[config.mk]
export PLATFORM = sky130hd
export DESIGN_NAME = axi_wr_lane_splitter
export DESIGN_NICKNAME = d
export VERILOG_FILES = /design/src/rtl/axi_wsplit_pkg.sv /design/src/rtl/axi_wsplit_lane.sv /design/src/rtl/axi_wsplit_bjoin.sv /design/src/rtl/axi_wsplit_ctrl.sv /design/src/rtl/axi_wr_lane_splitter.sv
export SDC_FILE = /design/constraint.sdc
export NUM_CORES = 1
export LEC_CHECK = 0
export ABC_CLOCK_PERIOD_IN_PS = 2100
export BUFFER_PORTS_ARGS = -buffer_cell sky130_fd_sc_hd__buf_2
export CORE_AREA = 2 2 296 298
export CTS_BUF_LIST = sky130_fd_sc_hd__clkbuf_8
export DETAILED_ROUTE_END_ITERATION = 7
export DIE_AREA = 0 0 298 300
export PLACE_DENSITY_LB_ADDON = 0.12
export SLEW_MARGIN = 20
export SYNTH_ARGS = -nofsm -noshare
export SYNTH_HDL_FRONTEND = slang
export SYNTH_SLANG_ARGS = --single-unit
export TNS_END_PERCENT = 100
[constraint.sdc]
create_clock -name clk -period 2.1 [get_ports clk]
set_input_delay 0.105 -clock clk [delete_from_list [all_inputs] [get_ports clk]]
set_output_delay 0.105 -clock clk [all_outputs]
set_load 0.01 [all_outputs]
[src/rtl/axi_wsplit_pkg.sv]
package axi_wsplit_pkg;

   typedef enum logic [2:0] {
      ST_IDLE,
      ST_DATA,
      ST_RESP,
      ST_DRAIN,
      ST_ERRB
   } wsplit_state_e;

   localparam logic [1:0] BURST_INCR  = 2'b01;
   localparam logic [1:0] RESP_SLVERR = 2'b10;

   // Severity order matches numeric order of the response codes.
   function automatic logic [1:0] worse_resp(input logic [1:0] a, input logic [1:0] b);
      return (a > b) ? a : b;
   endfunction

endpackage

[src/rtl/axi_wsplit_lane.sv]
module axi_wsplit_lane #(
   parameter int HALF_W  = 128,
   parameter int IS_HIGH = 0,
   parameter int LEN_W   = 8
) (
   input  logic                  clk,
   input  logic                  rst_n,
   input  logic                  start_i,
   input  logic [LEN_W-1:0]      mlen_i,
   input  logic                  src_valid_i,
   input  logic [HALF_W-1:0]     src_data_i,
   input  logic [HALF_W/8-1:0]   src_strb_i,
   input  logic                  src_take_i,
   output logic                  w_valid_o,
   input  logic                  w_ready_i,
   output logic [HALF_W-1:0]     w_data_o,
   output logic [HALF_W/8-1:0]   w_strb_o,
   output logic                  w_last_o,
   output logic                  taken_o,
   output logic                  busy_o
);
   localparam int CNT_W = LEN_W + 1;

   logic [CNT_W-1:0] left_q;
   logic [CNT_W-1:0] total;
   logic             fill_q;
   logic             sent_q;
   logic             hs;

   if (IS_HIGH != 0) begin : g_high
      assign total = {mlen_i, 1'b0} + CNT_W'(1);
   end else begin : g_low
      assign total = {mlen_i, 1'b0} + CNT_W'(2);
   end

   assign busy_o    = (left_q != '0);
   assign w_valid_o = busy_o & (fill_q | (src_valid_i & ~sent_q));
   assign w_last_o  = (left_q == CNT_W'(1));
   assign w_data_o  = fill_q ? '0 : src_data_i;
   assign w_strb_o  = fill_q ? '0 : src_strb_i;
   assign hs        = w_valid_o & w_ready_i;
   assign taken_o   = sent_q | (hs & ~fill_q);

   always_ff @(posedge clk) begin
      if (!rst_n) begin
         left_q <= '0;
         fill_q <= 1'b0;
         sent_q <= 1'b0;
      end else if (start_i) begin
         left_q <= total;
         fill_q <= 1'b0;
         sent_q <= 1'b0;
      end else begin
         if (hs) begin
            left_q <= left_q - CNT_W'(1);
            fill_q <= ~fill_q;
         end
         if (src_take_i)
            sent_q <= 1'b0;
         else if (hs && !fill_q)
            sent_q <= 1'b1;
      end
   end

   AST_W_HOLD: assert property (@(posedge clk) disable iff (!rst_n)
      (w_valid_o && !w_ready_i) |=> (w_valid_o && $stable(w_strb_o) && $stable(w_last_o)));

   AST_LAST_IDLE: assert property (@(posedge clk) disable iff (!rst_n)
      (hs && w_last_o) |=> !busy_o);

endmodule

[src/rtl/axi_wsplit_bjoin.sv]
module axi_wsplit_bjoin
   import axi_wsplit_pkg::*;
#(
   parameter int NPORT = 2
) (
   input  logic                  clk,
   input  logic                  rst_n,
   input  logic                  collect_i,
   input  logic                  clear_i,
   input  logic [NPORT-1:0]      b_valid_i,
   input  logic [NPORT-1:0][1:0] b_resp_i,
   output logic [NPORT-1:0]      b_ready_o,
   output logic                  both_o,
   output logic [1:0]            resp_o
);
   logic [NPORT-1:0]      got_q;
   logic [NPORT-1:0][1:0] resp_q;

   for (genvar g = 0; g < NPORT; g++) begin : g_port
      assign b_ready_o[g] = collect_i & ~got_q[g];

      always_ff @(posedge clk) begin
         if (!rst_n) begin
            got_q[g]  <= 1'b0;
            resp_q[g] <= '0;
         end else if (clear_i) begin
            got_q[g]  <= 1'b0;
            resp_q[g] <= '0;
         end else if (b_valid_i[g] && b_ready_o[g]) begin
            got_q[g]  <= 1'b1;
            resp_q[g] <= b_resp_i[g];
         end
      end

      AST_GOT_KEPT: assert property (@(posedge clk) disable iff (!rst_n)
         (got_q[g] && !clear_i) |=> (got_q[g] && $stable(resp_q[g])));
   end

   always_comb begin
      resp_o = '0;
      for (int i = 0; i < NPORT; i++)
         resp_o = worse_resp(resp_o, resp_q[i]);
   end

   assign both_o = &got_q;

endmodule

[src/rtl/axi_wsplit_ctrl.sv]
module axi_wsplit_ctrl
   import axi_wsplit_pkg::*;
#(
   parameter int ADDR_W    = 32,
   parameter int ID_W      = 4,
   parameter int LEN_W     = 8,
   parameter int WIDE_SIZE = 5,
   parameter int MAX_LEN   = 128
) (
   input  logic              clk,
   input  logic              rst_n,
   input  logic              m_awvalid,
   output logic              m_awready,
   input  logic [ID_W-1:0]   m_awid,
   input  logic [ADDR_W-1:0] m_awaddr,
   input  logic [LEN_W-1:0]  m_awlen,
   input  logic [2:0]        m_awsize,
   input  logic [1:0]        m_awburst,
   output logic [1:0]        lane_awvalid_o,
   input  logic [1:0]        lane_awready_i,
   output logic              start_o,
   input  logic              m_wvalid,
   input  logic              m_wlast,
   output logic              m_wready,
   output logic              fwd_o,
   input  logic [1:0]        lane_taken_i,
   input  logic [1:0]        lane_busy_i,
   output logic              collect_o,
   input  logic              b_both_i,
   input  logic [1:0]        b_resp_i,
   output logic              clear_o,
   output logic              m_bvalid,
   input  logic              m_bready,
   output logic [ID_W-1:0]   m_bid,
   output logic [1:0]        m_bresp
);
   wsplit_state_e   st_q;
   logic [1:0]      aw_done_q;
   logic [ID_W-1:0] id_q;
   logic            aw_ok;
   logic            aw_hs;
   logic            b_hs;

   assign aw_ok = (m_awburst == BURST_INCR) && (m_awsize == 3'(WIDE_SIZE)) &&
                  (m_awaddr[WIDE_SIZE-1:0] == '0) && (int'(m_awlen) < MAX_LEN);

   assign lane_awvalid_o = (st_q == ST_IDLE && m_awvalid && aw_ok) ? ~aw_done_q : 2'b00;
   assign m_awready = (st_q == ST_IDLE) &&
                      (!aw_ok || (&((lane_awvalid_o & lane_awready_i) | aw_done_q)));
   assign aw_hs     = m_awvalid & m_awready;
   assign start_o   = aw_hs & aw_ok;

   assign fwd_o     = (st_q == ST_DATA);
   assign m_wready  = (fwd_o && (&lane_taken_i)) || (st_q == ST_DRAIN);
   assign collect_o = (st_q == ST_DATA) || (st_q == ST_RESP);
   assign m_bvalid  = (st_q == ST_ERRB) || (st_q == ST_RESP && b_both_i);
   assign m_bresp   = (st_q == ST_ERRB) ? RESP_SLVERR : b_resp_i;
   assign m_bid     = id_q;
   assign b_hs      = m_bvalid & m_bready;
   assign clear_o   = b_hs && (st_q == ST_RESP);

   always_ff @(posedge clk) begin
      if (!rst_n) begin
         st_q      <= ST_IDLE;
         aw_done_q <= '0;
         id_q      <= '0;
      end else begin
         case (st_q)
            ST_IDLE: begin
               if (aw_hs) begin
                  aw_done_q <= '0;
                  id_q      <= m_awid;
                  st_q      <= aw_ok ? ST_DATA : ST_DRAIN;
               end else begin
                  aw_done_q <= aw_done_q | (lane_awvalid_o & lane_awready_i);
               end
            end
            ST_DATA:  if (lane_busy_i == '0) st_q <= ST_RESP;
            ST_RESP:  if (b_hs) st_q <= ST_IDLE;
            ST_DRAIN: if (m_wvalid && m_wlast) st_q <= ST_ERRB;
            ST_ERRB:  if (b_hs) st_q <= ST_IDLE;
            default:  st_q <= ST_IDLE;
         endcase
      end
   end

   AST_ONE_TXN: assert property (@(posedge clk) disable iff (!rst_n)
      (|lane_busy_i) |-> !m_awready);

   AST_DRAIN_QUIET: assert property (@(posedge clk) disable iff (!rst_n)
      (st_q == ST_DRAIN || st_q == ST_ERRB) |-> (lane_busy_i == '0));

   AST_B_AFTER_LANES: assert property (@(posedge clk) disable iff (!rst_n)
      m_bvalid |-> (lane_busy_i == '0));

   AST_B_HOLD: assert property (@(posedge clk) disable iff (!rst_n)
      (m_bvalid && !m_bready) |=> (m_bvalid && $stable(m_bresp) && $stable(m_bid)));

endmodule

[src/rtl/axi_wr_lane_splitter.sv]
module axi_wr_lane_splitter
   import axi_wsplit_pkg::*;
#(
   parameter int ADDR_W = 32,
   parameter int ID_W   = 4,
   parameter int DATA_W = 256
) (
   input  logic                   clk,
   input  logic                   rst_n,
   input  logic                   m_awvalid,
   output logic                   m_awready,
   input  logic [ID_W-1:0]        m_awid,
   input  logic [ADDR_W-1:0]      m_awaddr,
   input  logic [7:0]             m_awlen,
   input  logic [2:0]             m_awsize,
   input  logic [1:0]             m_awburst,
   input  logic                   m_wvalid,
   output logic                   m_wready,
   input  logic [DATA_W-1:0]      m_wdata,
   input  logic [DATA_W/8-1:0]    m_wstrb,
   input  logic                   m_wlast,
   output logic                   m_bvalid,
   input  logic                   m_bready,
   output logic [ID_W-1:0]        m_bid,
   output logic [1:0]             m_bresp,
   output logic                   lo_awvalid,
   input  logic                   lo_awready,
   output logic [ID_W-1:0]        lo_awid,
   output logic [ADDR_W-1:0]      lo_awaddr,
   output logic [7:0]             lo_awlen,
   output logic [2:0]             lo_awsize,
   output logic [1:0]             lo_awburst,
   output logic                   lo_wvalid,
   input  logic                   lo_wready,
   output logic [DATA_W/2-1:0]    lo_wdata,
   output logic [DATA_W/16-1:0]   lo_wstrb,
   output logic                   lo_wlast,
   input  logic                   lo_bvalid,
   output logic                   lo_bready,
   input  logic [1:0]             lo_bresp,
   output logic                   hi_awvalid,
   input  logic                   hi_awready,
   output logic [ID_W-1:0]        hi_awid,
   output logic [ADDR_W-1:0]      hi_awaddr,
   output logic [7:0]             hi_awlen,
   output logic [2:0]             hi_awsize,
   output logic [1:0]             hi_awburst,
   output logic                   hi_wvalid,
   input  logic                   hi_wready,
   output logic [DATA_W/2-1:0]    hi_wdata,
   output logic [DATA_W/16-1:0]   hi_wstrb,
   output logic                   hi_wlast,
   input  logic                   hi_bvalid,
   output logic                   hi_bready,
   input  logic [1:0]             hi_bresp
);
   localparam int LEN_W       = 8;
   localparam int HALF_W      = DATA_W / 2;
   localparam int STRB_W      = DATA_W / 8;
   localparam int HSTRB_W     = STRB_W / 2;
   localparam int WIDE_SIZE   = $clog2(STRB_W);
   localparam int NARROW_SIZE = WIDE_SIZE - 1;
   localparam int MAX_LEN     = (1 << LEN_W) / 2;

   if (DATA_W < 64 || (DATA_W & (DATA_W - 1)) != 0) begin : g_bad_width
      $error("DATA_W must be a power of two of at least 64");
   end
   if (DATA_W > 1024) begin : g_too_wide
      $error("DATA_W above the largest AXI data width");
   end

   logic [1:0]        lane_awvalid, lane_awready, lane_wvalid, lane_wready;
   logic [1:0]        lane_wlast, lane_taken, lane_busy, lane_bready;
   logic [HALF_W-1:0] lane_wdata [2];
   logic [HSTRB_W-1:0] lane_wstrb [2];
   logic              start, fwd, collect, clear, b_both;
   logic [1:0]        b_resp;
   logic              take;

   assign lane_awready = {hi_awready, lo_awready};
   assign lane_wready  = {hi_wready, lo_wready};
   assign take         = m_wvalid & m_wready & fwd;

   axi_wsplit_ctrl #(
      .ADDR_W(ADDR_W), .ID_W(ID_W), .LEN_W(LEN_W),
      .WIDE_SIZE(WIDE_SIZE), .MAX_LEN(MAX_LEN)
   ) ctrl_i (
      .clk(clk), .rst_n(rst_n),
      .m_awvalid(m_awvalid), .m_awready(m_awready), .m_awid(m_awid),
      .m_awaddr(m_awaddr), .m_awlen(m_awlen), .m_awsize(m_awsize), .m_awburst(m_awburst),
      .lane_awvalid_o(lane_awvalid), .lane_awready_i(lane_awready), .start_o(start),
      .m_wvalid(m_wvalid), .m_wlast(m_wlast), .m_wready(m_wready), .fwd_o(fwd),
      .lane_taken_i(lane_taken), .lane_busy_i(lane_busy),
      .collect_o(collect), .b_both_i(b_both), .b_resp_i(b_resp), .clear_o(clear),
      .m_bvalid(m_bvalid), .m_bready(m_bready), .m_bid(m_bid), .m_bresp(m_bresp)
   );

   for (genvar g = 0; g < 2; g++) begin : g_lane
      axi_wsplit_lane #(.HALF_W(HALF_W), .IS_HIGH(g), .LEN_W(LEN_W)) lane_i (
         .clk(clk), .rst_n(rst_n), .start_i(start), .mlen_i(m_awlen),
         .src_valid_i(m_wvalid),
         .src_data_i(m_wdata[g*HALF_W +: HALF_W]),
         .src_strb_i(m_wstrb[g*HSTRB_W +: HSTRB_W]),
         .src_take_i(take),
         .w_valid_o(lane_wvalid[g]), .w_ready_i(lane_wready[g]),
         .w_data_o(lane_wdata[g]), .w_strb_o(lane_wstrb[g]), .w_last_o(lane_wlast[g]),
         .taken_o(lane_taken[g]), .busy_o(lane_busy[g])
      );
   end

   axi_wsplit_bjoin #(.NPORT(2)) bjoin_i (
      .clk(clk), .rst_n(rst_n), .collect_i(collect), .clear_i(clear),
      .b_valid_i({hi_bvalid, lo_bvalid}), .b_resp_i({hi_bresp, lo_bresp}),
      .b_ready_o(lane_bready), .both_o(b_both), .resp_o(b_resp)
   );

   assign lo_awvalid = lane_awvalid[0];
   assign lo_awid    = m_awid;
   assign lo_awaddr  = m_awaddr;
   assign lo_awlen   = {m_awlen[LEN_W-2:0], 1'b1};
   assign lo_awsize  = 3'(NARROW_SIZE);
   assign lo_awburst = BURST_INCR;
   assign lo_wvalid  = lane_wvalid[0];
   assign lo_wdata   = lane_wdata[0];
   assign lo_wstrb   = lane_wstrb[0];
   assign lo_wlast   = lane_wlast[0];
   assign lo_bready  = lane_bready[0];

   assign hi_awvalid = lane_awvalid[1];
   assign hi_awid    = m_awid;
   assign hi_awaddr  = m_awaddr + ADDR_W'(HSTRB_W);
   assign hi_awlen   = {m_awlen[LEN_W-2:0], 1'b0};
   assign hi_awsize  = 3'(NARROW_SIZE);
   assign hi_awburst = BURST_INCR;
   assign hi_wvalid  = lane_wvalid[1];
   assign hi_wdata   = lane_wdata[1];
   assign hi_wstrb   = lane_wstrb[1];
   assign hi_wlast   = lane_wlast[1];
   assign hi_bready  = lane_bready[1];

   AST_AW_BOTH_LANES: assert property (@(posedge clk) disable iff (!rst_n)
      (m_awvalid && m_awready && start) |=> (lane_busy == 2'b11));

endmodule

==> flow_metrics.py <==
metrics = {
    "clock_network": {
        "cts_tree": "yes",
        "htree_levels": 2,
        "clkTransAtPathRegs_ps": 90,
        "root_buffer": "clkbuf_8",
        "cts.sinks": 37,
        "clockBufferDepth": 2,
        "cts_hold_buf": 0,
        "cts_inserted_buffers": 5,
        "clk_latency_ps": 310,
    },
    "timing": {
        "worstMarginPinSlew_ps": 713,
        "max_slew_margin": 0.518,
        "finClkSkew_ps": 14.4,
        "setup_tns_ps": -62.6,
        "setup_viol": 1,
        "drv_slew": 0,
        "fmaxAchievable_ghz": 0.462,
        "rsz0062_at_grt": "true",
        "min_period_over_period": 1.03,
        "hold_viol": 0,
        "worst_slack_ps": -62.6,
        "fin_crit_ps": 2160,
    },
    "critical_path": {
        "cp.arrival_ps": 2060,
        "critPathKind": "flip-flop to output port",
        "path_max_fanout": 2,
        "worst_ep_required_time_ps": 2000,
        "r2r-end": "g_lane[0].lane_i.left_q[1]",
        "critPathLaunchType": "flip-flop",
        "setup.worst_path.end_class": "output port",
        "ff2ff_path_depth": 9,
        "rrSetupSlack_ps": 100,
        "r2r_start": "g_lane[0].lane_i.left_q[1]",
    },
    "run_status": {
        "status": "finished with violations",
        "violations": "setup timing",
    },
    "yosys": {
        "yosys_warnings": 0,
        "synth.avg_cell_area_um2": 7.01,
        "ys_ff_latch": 37,
        "synth_area_um2": 5170,
        "syn_inst": 737,
        "synthFlopType": "dfxtp_1",
        "synthTopCellsByArea": "nor2b_1, dfxtp_1, buf_4",
        "synth_edf_count": 0,
        "synth_seq_area_share": 0.143,
        "post-synth-top-area-fraction": 0.357,
        "yosysUniqueCellTypes": 49,
        "yosys.area.top_type": "nor2b_1",
        "async_flop_share": 0,
    },
    "die": {
        "die_x_um": 298,
        "die_area_um2": 89400,
        "num_io_pins": 756,
        "die_h_um": 300,
        "core_area_um2": 86200,
        "start_util": 0.0599,
        "num_rows": 108,
    },
    "layout": {
        "fill_cells": 10300,
        "syn2layout_area_growth_pct": 100,
        "multi_input_area_um2": 3780,
        "fin_util": 0.120,
        "final_nets": 1802,
        "layout.cells.non_filler": 2598,
        "register_area_um2": 753,
        "drive_gt1_frac": 0.575,
    },
    "worst_hold_path": {
        "whs_endpoint": "bjoin_i.resp_q[3]",
        "min_path_type": "input pin to flip-flop",
        "holdPathStages": 3,
        "min_from": "hi_bresp[1]",
    },
    "placement": {
        "place_inst": 2582,
        "place.port_buffers": 743,
        "gp_congestion": 0.896,
        "hpwl_um": 41000,
        "dp_slack_ps": -236,
    },
    "flow_run": {
        "drv_cap": 0,
    },
    "drt": {
        "ant_nets": 0,
        "via_per_inst": 2.98,
        "drt_iter0_drc": 310,
        "wl_um": 45200,
        "vias": 7742,
        "route.detailed.drc": 0,
        "routedWlPerCell_um": 17.4,
        "drtPass1Iterations": 4,
    },
    "power_and_ir_drop": {
        "total_leakage_power_nw": 5.10,
        "vdd.ir_drop.worst_mv": 0.320,
        "power.density_nw_per_um2": 811,
    },
    "global_routing": {
        "grt_pass1_wl_um": 60100,
        "antenna_found_initial": 19,
        "grt_overflow": 0,
        "grt_pass1_vias": 7955,
        "grt_max_degree": 91,
        "grt.total_usage": 0.0935,
    },
}
==> power breakdown <==
part,switching (mW),total (mW),leakage [nW],internal (mW)
Combinational,3.80,6.61,4.74,2.81
Clock,0.300,0.652,0.0596,0.352
Sequential,0.226,1.13,0.305,0.904
==> worst max path at each step <==
| stage | start | end | slack, ps |
|---|---|---|---|
| 5_1_grt | g_lane[0].lane_i.left_q[1] | m_wready | -180 |
| 3_3_place_gp | m_awaddr[1] | g_lane[0].lane_i.left_q[7] | -220 |
| 3_5_place_dp | m_awaddr[1] | g_lane[0].lane_i.left_q[7] | -240 |
| 2_1_floorplan | g_lane[0].lane_i.left_q[0] | g_lane[0].lane_i.left_q[1] | 90 |
| 6_report | g_lane[0].lane_i.left_q[1] | m_wready | -60 |
| 4_1_cts | g_lane[0].lane_i.left_q[1] | m_wready | -130 |
==> cell usage after synthesis, types with 3 or more instances <==
cell type	number
and4_1	3
ha_1	11
clkbuf_1	36
nor3_1	14
mux2i_1	9
nand2_1	22
a21oi_1	18
nand4_1	9
nor2b_1	295
a211oi_1	6
nor3b_1	4
buf_2	4
nand3_1	23
o21ai_0	11
inv_1	15
dfxtp_1	37
buf_4	70
and2_1	4
xnor2_1	38
xor2_1	13
nand2b_1	3
o22ai_1	4
nor4_1	6
nor2_1	43
and3_1	9
==> layout by cell type, fill, tap and decap left out, types with 2 or more instances in the layout <==
master	instances
buf_2	741
nor2b_1	295
buf_4	47
nor2_1	42
xnor2_1	38
dfxtp_1	31
nand3_1	23
nand2_1	21
a21oi_1	18
nor3_1	14
inv_1	13
xor2_1	13
conb_1	12
o21ai_0	11
ha_1	10
nand4_1	9
mux2i_1	9
and3_1	8
nor4_1	6
a211oi_1	6
clkbuf_8	5
buf_12	5
diode_2	4
and2_1	4
dfxtp_2	4
and4_1	3
nor3b_1	3
inv_2	3
nand2b_1	3
o22ai_1	3
nor4b_1	2
a22oi_1	2
o31a_1	2
or2_2	2
mux2_2	2
dfxtp_4	2
buf_6	2
==> through the flow <==
step | cell area [um^2] | hold WS [ps] | power (mW)
after floorplan | 5230 | 246 | 4.34
after global placement | 10100 | 354 | 7.78
after detailed placement | 10100 | 358 | 7.68
after CTS | 10300 | 18.2 | 8.62
after global routing | 10300 | 21.8 | 9.10
final | 10300 | 32.8 | 8.39
==> what timing repair did <==
action                     4_1_cts  5_1_grt
setup endpoints to repair        4        6
pin swaps                        5        2
setup buffers                    5        0
resized for setup               17        1
==> metal layers <==
layer | vias to the layer above | routed length (um) | GRT usage
met5 | - | 138 | 0
met4 | 22 | 842 | 0.0182
met3 | 50 | 4410 | 0.0359
met2 | 419 | 21500 | 0.158
met1 | 3562 | 18400 | 0.113
li1 | 3689 | - | -
==> flip-flops by register name, summed over array words and instances, names as in the netlist <==
name,flops
bjoin_i.got_q,2
bjoin_i.resp_q,4
ctrl_i.aw_done_q,2
ctrl_i.m_bid,4
ctrl_i.st_q,3
g_lane.lane_i.fill_q,2
g_lane.lane_i.left_q,18
g_lane.lane_i.sent_q,2
==> critical path, cell delays in order, from the launching register on <==
cell	delay [ps]
dfxtp_2	330
inv_2	70
ha_4	130
or4b_4	480
nor2_4	160
o31a_1	180
o21bai_1	70
and3b_1	180
buf_2	140
==> final cells by class <==
type                    count  share of cell area
inverters                  15             0.00545
repair buffers            795               0.405
multi-input cells         584               0.366
well taps                1155               0.140
clock inverters             3             0.00411
clock buffers               5             0.00666
flip-flops and latches     37              0.0728
diodes                      4            0.000968
==> kinds of logic after synthesis <==
group	share of synthesized area
buf+inv	0.143
xor+xnor	0.0865
fa+ha+maj	0.0266
other cells	0.00145
flops	0.143
compound gates	0.0678
mux	0.0218
simple gates	0.509
No activity file was read; power rests on OpenSTA's default activity.
